**src/rtl/gpio_dual_pkg.sv**
```systemverilog
package gpio_dual_pkg;
    localparam int unsigned REG_W  = 32;
    localparam int unsigned CFG_W  = 5;
    localparam int unsigned CTRL_W = 3;
    localparam int unsigned DBT_W  = 8;

    localparam logic [CFG_W-1:0]  CFG_KEEP   = 5'h1D;
    localparam logic [CTRL_W-1:0] CTRL_RESET = 3'd2;

    localparam logic [7:0] A_REV     = 8'h00;
    localparam logic [7:0] A_CFG     = 8'h10;
    localparam logic [7:0] A_SST     = 8'h14;
    localparam logic [7:0] A_STAT1   = 8'h18;
    localparam logic [7:0] A_EN1     = 8'h1C;
    localparam logic [7:0] A_WU      = 8'h20;
    localparam logic [7:0] A_STAT2   = 8'h28;
    localparam logic [7:0] A_EN2     = 8'h2C;
    localparam logic [7:0] A_CTRL    = 8'h30;
    localparam logic [7:0] A_OE      = 8'h34;
    localparam logic [7:0] A_DIN     = 8'h38;
    localparam logic [7:0] A_DOUT    = 8'h3C;
    localparam logic [7:0] A_LVLLO   = 8'h40;
    localparam logic [7:0] A_LVLHI   = 8'h44;
    localparam logic [7:0] A_RISE    = 8'h48;
    localparam logic [7:0] A_FALL    = 8'h4C;
    localparam logic [7:0] A_DBEN    = 8'h50;
    localparam logic [7:0] A_DBT     = 8'h54;
    localparam logic [7:0] A_EN1_CLR = 8'h60;
    localparam logic [7:0] A_EN1_SET = 8'h64;
    localparam logic [7:0] A_EN2_CLR = 8'h70;
    localparam logic [7:0] A_EN2_SET = 8'h74;
    localparam logic [7:0] A_WU_CLR  = 8'h80;
    localparam logic [7:0] A_WU_SET  = 8'h84;
    localparam logic [7:0] A_DO_CLR  = 8'h90;
    localparam logic [7:0] A_DO_SET  = 8'h94;

    typedef struct packed {
        logic [CFG_W-1:0]  cfg;
        logic [CTRL_W-1:0] ctrl;
        logic [REG_W-1:0]  stat1;
        logic [REG_W-1:0]  stat2;
        logic [REG_W-1:0]  en1;
        logic [REG_W-1:0]  en2;
        logic [REG_W-1:0]  wu;
        logic [REG_W-1:0]  oe;
        logic [REG_W-1:0]  dout;
        logic [REG_W-1:0]  lvl_lo;
        logic [REG_W-1:0]  lvl_hi;
        logic [REG_W-1:0]  rise;
        logic [REG_W-1:0]  fall;
        logic [REG_W-1:0]  db_en;
        logic [DBT_W-1:0]  db_t;
        logic [REG_W-1:0]  din;
        logic              wake;
    } gpio_state_t;

    // Returns s with every module register at its reset value; dout and din kept.
    function automatic gpio_state_t module_defaults(gpio_state_t s);
        gpio_state_t r;
        r        = '0;
        r.ctrl   = CTRL_RESET;
        r.oe     = '1;
        r.dout   = s.dout;
        r.din    = s.din;
        return r;
    endfunction
endpackage

```
**src/rtl/gpio_lane_merge.sv**
```systemverilog
module gpio_lane_merge #(
    parameter int unsigned W = 32
) (
    input  logic [1:0]   lane,
    input  logic [1:0]   size,
    input  logic [W-1:0] wdata,
    input  logic [W-1:0] cur,
    output logic [W-1:0] raw,
    output logic [W-1:0] merged
);
    localparam int unsigned SHW = $clog2(W);

    logic [W-1:0]   keep;
    logic [SHW-1:0] sh;

    always_comb begin
        case (size)
            2'd0:    keep = W'(8'hFF);
            2'd1:    keep = W'(16'hFFFF);
            default: keep = '1;
        endcase
        sh     = size[1] ? '0 : SHW'({lane, 3'b000});
        raw    = (wdata & keep) << sh;
        merged = (cur & ~(keep << sh)) | raw;
    end
endmodule

```
**src/rtl/gpio_event_detect.sv**
```systemverilog
module gpio_event_detect #(
    parameter int unsigned W = 32
) (
    input  logic [W-1:0] lvl_now,
    input  logic [W-1:0] lvl_prev,
    input  logic [W-1:0] is_in,
    input  logic [W-1:0] rise_en,
    input  logic [W-1:0] fall_en,
    input  logic [W-1:0] hi_en,
    input  logic [W-1:0] lo_en,
    output logic [W-1:0] evt,
    output logic [W-1:0] lvl_hit
);
    for (genvar i = 0; i < W; i++) begin : g_pin
        logic edge_en;
        assign lvl_hit[i] = is_in[i] & (lvl_now[i] ? hi_en[i] : lo_en[i]);
        assign edge_en    = lvl_now[i] ? rise_en[i] : fall_en[i];
        assign evt[i]     = (lvl_now[i] ^ lvl_prev[i]) &
                            (lvl_hit[i] | (is_in[i] & edge_en));
    end
endmodule

```
**src/rtl/gpio_dual_irq.sv**
```systemverilog
module gpio_dual_irq
    import gpio_dual_pkg::*;
#(
    parameter logic [REG_W-1:0] REV_ID = 32'h0000_0031
) (
    input  logic             clk,
    input  logic             rst_n,
    input  logic             bus_wr,
    input  logic [7:0]       bus_addr,
    input  logic [1:0]       bus_size,
    input  logic [REG_W-1:0] bus_wdata,
    output logic [REG_W-1:0] bus_rdata,
    input  logic [REG_W-1:0] pin_in,
    output logic [REG_W-1:0] pin_out,
    output logic [REG_W-1:0] pin_oe_n,
    output logic             irq_a,
    output logic             irq_b,
    output logic             wake_req,
    output logic             idle_bad
);
    gpio_state_t      st_q, st_w, st_d;
    logic [7:0]       word_a;
    logic [REG_W-1:0] cur_word, wr_raw, wr_mrg, evt, lvl_hit;
    logic             resc1, resc2;

    assign word_a = {bus_addr[7:2], 2'b00};

    // Read mux: full word of the addressed register.
    always_comb begin
        case (word_a)
            A_REV:                        cur_word = REV_ID;
            A_CFG:                        cur_word = REG_W'(st_q.cfg);
            A_SST:                        cur_word = REG_W'(1);
            A_STAT1:                      cur_word = st_q.stat1;
            A_EN1, A_EN1_CLR, A_EN1_SET:  cur_word = st_q.en1;
            A_WU, A_WU_CLR, A_WU_SET:     cur_word = st_q.wu;
            A_STAT2:                      cur_word = st_q.stat2;
            A_EN2, A_EN2_CLR, A_EN2_SET:  cur_word = st_q.en2;
            A_CTRL:                       cur_word = REG_W'(st_q.ctrl);
            A_OE:                         cur_word = st_q.oe;
            A_DIN:                        cur_word = st_q.din;
            A_DOUT, A_DO_CLR, A_DO_SET:   cur_word = st_q.dout;
            A_LVLLO:                      cur_word = st_q.lvl_lo;
            A_LVLHI:                      cur_word = st_q.lvl_hi;
            A_RISE:                       cur_word = st_q.rise;
            A_FALL:                       cur_word = st_q.fall;
            A_DBEN:                       cur_word = st_q.db_en;
            A_DBT:                        cur_word = REG_W'(st_q.db_t);
            default:                      cur_word = '0;
        endcase
    end

    assign bus_rdata = cur_word >> {bus_addr[1:0], 3'b000};

    gpio_lane_merge #(.W(REG_W)) u_merge (
        .lane   (bus_addr[1:0]),
        .size   (bus_size),
        .wdata  (bus_wdata),
        .cur    (cur_word),
        .raw    (wr_raw),
        .merged (wr_mrg)
    );

    // Stage 1: register writes.
    always_comb begin
        st_w  = st_q;
        resc1 = 1'b0;
        resc2 = 1'b0;
        if (bus_wr) begin
            case (word_a)
                A_CFG: begin
                    if (wr_mrg[1]) st_w = module_defaults(st_q);
                    st_w.cfg = wr_mrg[CFG_W-1:0] & CFG_KEEP;
                end
                A_STAT1: begin
                    st_w.stat1 = st_q.stat1 & ~wr_raw;
                    resc1      = |(st_q.stat1 & wr_raw);
                end
                A_STAT2: begin
                    st_w.stat2 = st_q.stat2 & ~wr_raw;
                    resc2      = |(st_q.stat2 & wr_raw);
                end
                A_EN1:     st_w.en1  = wr_mrg;
                A_EN2:     st_w.en2  = wr_mrg;
                A_WU:      st_w.wu   = wr_mrg;
                A_CTRL:    st_w.ctrl = wr_mrg[CTRL_W-1:0];
                A_OE: begin
                    st_w.oe = wr_mrg;
                    resc1   = 1'b1;
                    resc2   = 1'b1;
                end
                A_DOUT:    st_w.dout = wr_mrg;
                A_LVLLO: begin
                    st_w.lvl_lo = wr_mrg;
                    resc1       = 1'b1;
                    resc2       = 1'b1;
                end
                A_LVLHI: begin
                    st_w.lvl_hi = wr_mrg;
                    resc1       = 1'b1;
                    resc2       = 1'b1;
                end
                A_RISE:    st_w.rise  = wr_mrg;
                A_FALL:    st_w.fall  = wr_mrg;
                A_DBEN:    st_w.db_en = wr_mrg;
                A_DBT:     st_w.db_t  = wr_mrg[DBT_W-1:0];
                A_EN1_CLR: st_w.en1  = st_q.en1 & ~wr_raw;
                A_EN1_SET: st_w.en1  = st_q.en1 | wr_raw;
                A_EN2_CLR: st_w.en2  = st_q.en2 & ~wr_raw;
                A_EN2_SET: st_w.en2  = st_q.en2 | wr_raw;
                A_WU_CLR:  st_w.wu   = st_q.wu & ~wr_raw;
                A_WU_SET:  st_w.wu   = st_q.wu | wr_raw;
                A_DO_CLR:  st_w.dout = st_q.dout & ~wr_raw;
                A_DO_SET:  st_w.dout = st_q.dout | wr_raw;
                default:   ;
            endcase
        end
    end

    gpio_event_detect #(.W(REG_W)) u_detect (
        .lvl_now  (pin_in),
        .lvl_prev (st_q.din),
        .is_in    (st_w.oe),
        .rise_en  (st_w.rise),
        .fall_en  (st_w.fall),
        .hi_en    (st_w.lvl_hi),
        .lo_en    (st_w.lvl_lo),
        .evt      (evt),
        .lvl_hit  (lvl_hit)
    );

    // Stage 2: events, level rescans, wakeup, input sampling.
    always_comb begin
        st_d       = st_w;
        st_d.stat1 = st_w.stat1 | evt | (resc1 ? lvl_hit : '0);
        st_d.stat2 = st_w.stat2 | evt | (resc2 ? lvl_hit : '0);
        st_d.wake  = (|(evt & st_q.wu)) & st_q.cfg[2] & (|st_q.cfg[4:3]);
        st_d.din   = pin_in;
    end

    always_ff @(posedge clk or negedge rst_n) begin
        if (!rst_n) st_q <= module_defaults('0);
        else        st_q <= st_d;
    end

    assign pin_out  = st_q.dout;
    assign pin_oe_n = st_q.oe;
    assign irq_a    = |(st_q.stat1 & st_q.en1);
    assign irq_b    = |(st_q.stat2 & st_q.en2);
    assign wake_req = st_q.wake;
    assign idle_bad = (st_q.cfg[4:3] == 2'b11);
endmodule

```
**config.mk**
```make
export PLATFORM = sky130hd
export DESIGN_NAME = gpio_dual_irq
export DESIGN_NICKNAME = d
export VERILOG_FILES = /design/src/rtl/gpio_dual_pkg.sv /design/src/rtl/gpio_lane_merge.sv /design/src/rtl/gpio_event_detect.sv /design/src/rtl/gpio_dual_irq.sv
export SDC_FILE = /design/constraint.sdc
export NUM_CORES = 1
export LEC_CHECK = 0
export ABC_AREA = 1
export BUFFER_PORTS_ARGS = -buffer_cell sky130_fd_sc_hd__clkbuf_2
export CORE_UTILIZATION = 35
export DETAILED_ROUTE_END_ITERATION = 6
export PLACE_DENSITY_LB_ADDON = 0.15
export SYNTH_ARGS = -nofsm -noshare
export SYNTH_HDL_FRONTEND = slang
export SYNTH_HIERARCHICAL = 1
export SYNTH_SLANG_ARGS = --single-unit
```
**constraint.sdc**
```tcl
create_clock -name clk -period 3.45 [get_ports clk]
set_clock_uncertainty 0.15 [all_clocks]
set_input_delay 0.345 -clock clk [delete_from_list [all_inputs] [get_ports clk]]
set_output_delay 0.345 -clock clk [all_outputs]
set_load 0.005 [all_outputs]
```
== Word-level counts from Yosys, hierarchy flattened ==
Cells that the tools add are included.
W data, S select, Z words.

* Equality and inequality tests: 28
* Shift operators: 3
* Muxes and demuxes: 90
* Bitwise operators: 187
* Reduce and logical (&&, ||, !) cells: 28

{| class="wikitable"
|+ Operator list
! kind !! count
|-
| $pmux W32 S18 || 1
|-
| $pmux W32 S2 || 9
|-
| $pmux W32 S4 || 4
|-
| $mux W428 || 1
|-
| $mux W425 || 1
|-
| $and A32 B32 Y32 || 13
|-
| $or A32 B32 Y32 || 9
|-
| $reduce_or A32 Y1 || 5
|-
| $and A1 B1 Y1 || 98
|-
| $mux W1 || 66
|-
| $mux W32 || 2
|-
| $not A32 Y32 || 2
|-
| $shl A32 B5 Y32 || 2
|-
| $eq A6 B5 Y1 const B || 10
|-
| $eq A6 B4 Y1 const B || 7
|-
| $mux W33 || 1
|-
| $or A1 B1 Y1 || 32
|-
| $shr A32 B5 Y32 || 1
|-
| $xor A1 B1 Y1 || 32
|-
| $eq A6 B3 Y1 const B || 4
|-
| $eq A6 B6 Y1 const B || 4
|-
| $reduce_and A3 Y1 || 7
|-
| $pmux W8 S2 || 1
|-
| $reduce_or A3 Y1 || 5
|-
| other kinds (14) || 19
|}

* Register bits after elaboration: 432
* Bits of input ports: 77
* Output and inout port bits: 100
* Logic and storage cells: 353

== Depth between registers and ports, before layout ==
* Depth in word-level cells: 17
* Mapped depth: 31
* Mapped depth without buffers: 27

== Cells and area by module ==
Netlist, hierarchy kept.

{| class="wikitable"
|+ Modules (own cells, without submodules)
! module !! instances !! cells each !! area each (um^2) !! seq. area each (um^2)
|-
| gpio_dual_irq || 1 || 3392 || 24926.4 || 10851.7
|-
| gpio_event_detect || 1 || 480 || 2162.1 || 0.0
|-
| gpio_lane_merge || 1 || 233 || 1094.8 || 0.0
|}

== Worst setup path before layout ==
No wires, ideal clock.

* Kind: input to register
* Start point: input bus_addr[2]
* End point: register st_q (netlist bit wake_req)
* Setup time: 0.128 ns
* Arrival: 3.572 ns
* Required time: 3.172 ns
* Path slack: -0.400 ns
* Stages on the path: 30
* Buffers on the path: 5
* Cell sequence: buf_2 > inv_2 > nand2_1 > nor2_1 > nand2_1 > nand3_2 > buf_2 > nand2_1 > nand2_1 > nor2_1 > nand2_1 > o21ai_1 > o21ai_1 > nand2_1 > inv_1 > nand2_1 > clkbuf_1 > buf_2 > buf_2 > o211ai_1 > inv_1 > nor2_1 > nand2_1 > a21oi_2 > nand2_1 > nand2_1 > a221oi_1 > nand2_1 > nor3_1 > a21oi_1

{| class="wikitable"
|+ RTL lines
! what !! line !! source
|-
| start, declared || gpio_dual_irq.sv:9 || <nowiki>input logic [7:0] bus_addr,</nowiki>
|-
| end signal, assigned || gpio_dual_irq.sv:142 || <nowiki>if (!rst_n) st_q <= module_defaults('0);</nowiki>
|-
| end signal, assigned || gpio_dual_irq.sv:143 || <nowiki>else st_q <= st_d;</nowiki>
|-
| end, declared || gpio_dual_irq.sv:21 || <nowiki>gpio_state_t st_q, st_w, st_d;</nowiki>
|}

==> qor.yml <==
timing:
  report.final.slew_viol_count: 0
  worst_pin_slew_ns: 0.988
  fin_crit_ns: 3.59
  rsz0062_at_grt: "yes"
  min_period_over_period_pct: 104
  fin_ws_ns: -0.141
  whs_ns: 0.0642
  fmax_mhz: 278
  finalHoldViolations: 0
  setup_tns_ns: -0.141
  relSlewSlack_pct: 34.1
  setup_violations: 1
pwr:
  power_frac_comb_pct: 29.4
  share_seq_of_total_power_pct: 37.5
  p_leak_uw: 0.0191
  vdd_drop_max_mv: 0.388
  p_sw_uw: 6650
  power_uw: 18300
  pwr_density_cell_nw_per_um2: 484
  swShare_pct: 36.3
  intPower_uw: 11700
  clkPwrFrac_pct: 33.1
floorplanning:
  die_w_um: 286
  initial_core_util_pct: 35.5
  core_area_um2: 79400
  rows: 103
  die_area_um2: 81700
  die_y_um: 286
  ioPinCount: 177
layout:
  area_growth_pct: 34.3
  drive_gt1_share_pct: 24.7
  nets: 4849
  fillerInstances: 8227
  multi_input_area_um2: 14400
  antenna_cells: 0
  seq_area_um2: 10900
  final_core_util_pct: 47.7
synthesis:
  synth-main-ff-cell: "dfrtp_1"
  seq_area_frac_synth_pct: 38.5
  synth_area_leader_cell: "dfrtp_1"
  synth_cell_types: 47
  avgSynthCellArea_um2: 6.87
  async_flop_share_pct: 100
  ys_seq_elements: 432
  synth-edff-count: 0
  syn-num-nets: 4182
  synthTopCellsByArea: "dfrtp_1, nand2_1, inv_1"
  yosys_warnings: 6
  synth_top_cell_area_share_pct: 35.4
  synth_area_um2: 28200
  synthCells: 4105
global_routing:
  track_usage_pct: 38.4
  first_global_vias: 31457
  antenna_found_initial: 5
  grt_max_degree: 89
  grt_pass1_wl_um: 225000
  overflow: 0
clock_tree:
  clk_pin_slew_worst_paths_ns: 0.07
  clock_latency_ns: 0.64
  h-tree-depth: 2
  clock_path_buffers: 3
  cts_num_sinks: 432
  root_buffer: "clkbuf_16"
  cts_made_buffers: 54
  cts_tree: "yes"
min_path:
  hold_class: "in -> async"
placed_design:
  place_hpwl_um: 116000
  io_buffer_count: 176
  gp_congestion: 1.04
detailed_routing:
  final_antenna_net_count: 0
  drt_wl_total_um: 161000
  vias: 33405
  drcViolationCount: 0
  wire_per_inst_um: 27.5
  drt_iter0_markers: 4701
  viasPerCell: 5.69
  first_pass_iters: 6
critical_path:
  worst_setup_path_end_kind: "register"
  criticalPathCategory: "reg -> reg"
  critical_path_required_ns: 3.79
  crit_fanout: 5
  startpoint_type: "register"
  arrival_ns: 3.93
status:
  outcome: "finished with violations"
  violations: "negative setup slack"
job:
  drv_cap: 0
## kinds of logic (layout without fill, tap and decap cells)
group / count (synthesis) / in the layout / synth area share (%)
simple gates: 2105 / 2105 / 31.2
buf+inv: 806 / 1518 / 12.2
compound gates: 683 / 683 / 15.2
flops: 432 / 432 / 38.5
mux: 47 / 47 / 1.88
xor+xnor: 32 / 32 / 0.994
## power groups by stage
stage               combinational (uW)  sequential, uW  clock [uW]
floorplan                         2730            6600           0
global placement                  4990            6910           0
detailed placement                4990            6910           0
CTS                               5090            6830        6120
global route                      5750            6960        6320
finish                            5380            6870        6070
## registers in the layout (all words and copies together) (netlist names)
name,cells
st_q,367
pin_oe_n,32
pin_out,32
wake_req,1
## repair_timing
action / 4_1_cts / 5_1_grt
gates cloned: 3 / 4
hold buffers: 33 / 0
endpoints found under the setup margin: 1 / 58
resized for setup: 30 / 86
hold endpoints to repair: 301 / 0
pin swaps: 13 / 47
setup buffers: 18 / 21
## cells in the mapped netlist, types with 3 or more instances
master and instances:
a21oi_2 32, mux2_2 46, nor4_1 9, a22o_1 32
nand2_1 1099, o21ai_0 177, nor2_4 7, buf_2 70
o221ai_1 3, o22ai_1 224, o32ai_1 32, a21oi_1 70
inv_2 6, o31ai_1 3, nand3_1 358, clkbuf_1 96
buf_4 76, buf_6 5, nor3_1 65, nor2_1 478
o21ai_1 39, nand3_2 5, inv_1 528, o211ai_1 60
inv_4 3, xnor2_1 32, nand2_2 4, nand4_1 60
buf_1 20, dfrtp_1 399, nor2_2 15, dfstp_2 33
## metal layers
layer  up-vias  global-route usage [%]  part of all wire, %
met5         -                       0                0.030
met4         8                    21.0                  6.5
met2      2280                    56.4                   42
met3       503                    10.8                   12
met1     15883                    50.9                   40
li1      14731                       -                    -
## area by class of cell
type | count | share of cell area, %
Timing Repair Buffer | 879 | 19.5
Clock inverter | 30 | 0.849
Sequential cell | 432 | 28.7
Inverter | 538 | 5.37
Tap cell | 1050 | 3.47
Multi-Input combinational cell | 2867 | 38.1
Clock buffer | 71 | 4.03
## worst paths after layout
check	startpoint	to	slack (ns)	depth (start not counted)
worst max-delay path	pin_oe_n[1]	wake_req	-0.14	25
worst min-delay path	rst_n	st_q[117]	0.06	2
worst max register to register	pin_oe_n[1]	wake_req	-0.14	25
worst min register to register	st_q[426]	st_q[426]	0.34	2
max in group asynchronous	rst_n	pin_oe_n[29]	1.99	4
min in group clk	bus_wr	st_q[103]	0.09	3
## layout by cell type, fill, tap and decap left out, types with 9 or more instances in the layout
cell type	Yosys	final
xnor2_1	32	32
nor2_4	7	22
clkbuf_8	0	9
nand3_2	5	9
o22ai_1	224	215
buf_12	0	77
o211ai_1	60	60
clkinv_2	0	16
mux2_2	46	46
a21oi_4	1	15
o21ai_0	177	161
a21oi_2	32	19
a22o_1	32	32
dfstp_2	33	33
inv_1	528	525
nor3_1	65	64
nor2_2	15	16
nor2_1	478	462
nand2_1	1099	1056
dfrtp_1	399	399
clkbuf_2	1	174
clkbuf_16	0	58
nand4_1	60	60
o21ai_1	39	51
dlygate4sd3_1	0	33
buf_4	76	579
nand2_2	4	45
o32ai_1	32	32
nand3_1	358	352
a21oi_1	70	69
## worst max-delay path: stages, from the launching register on
cell     delay, ns
dfstp_2       0.55
nand2_2       0.06
nand2_2       0.06
nor2_2        0.03
nand2_1       0.08
nor2_2        0.06
nand2_1       0.05
o21ai_1       0.06
o21ai_1       0.12
nand2_2       0.11
inv_4         0.08
buf_4         0.12
nor2_4        0.05
a21oi_4       0.13
buf_12        0.13
buf_12        0.15
buf_4         0.15
o22ai_1       0.09
inv_1         0.06
nand2_1       0.06
nand2_2       0.09
a21oi_4       0.07
nand2_2       0.13
nand4_1       0.36
nor3_4        0.34
a21oi_1       0.09
## per-stage QoR
step / instances / worst slack (ns) / cell area (um^2)
detailed placement: 5690 / -0.819 / 34700
finish: 5867 / -0.141 / 37900
CTS: 5844 / -0.0364 / 37300
global route: 5867 / -0.231 / 37900
floorplan: 4105 / 0.000612 / 28300
global placement: 5690 / -0.814 / 34700
No activity file was read; power rests on OpenSTA's default activity.
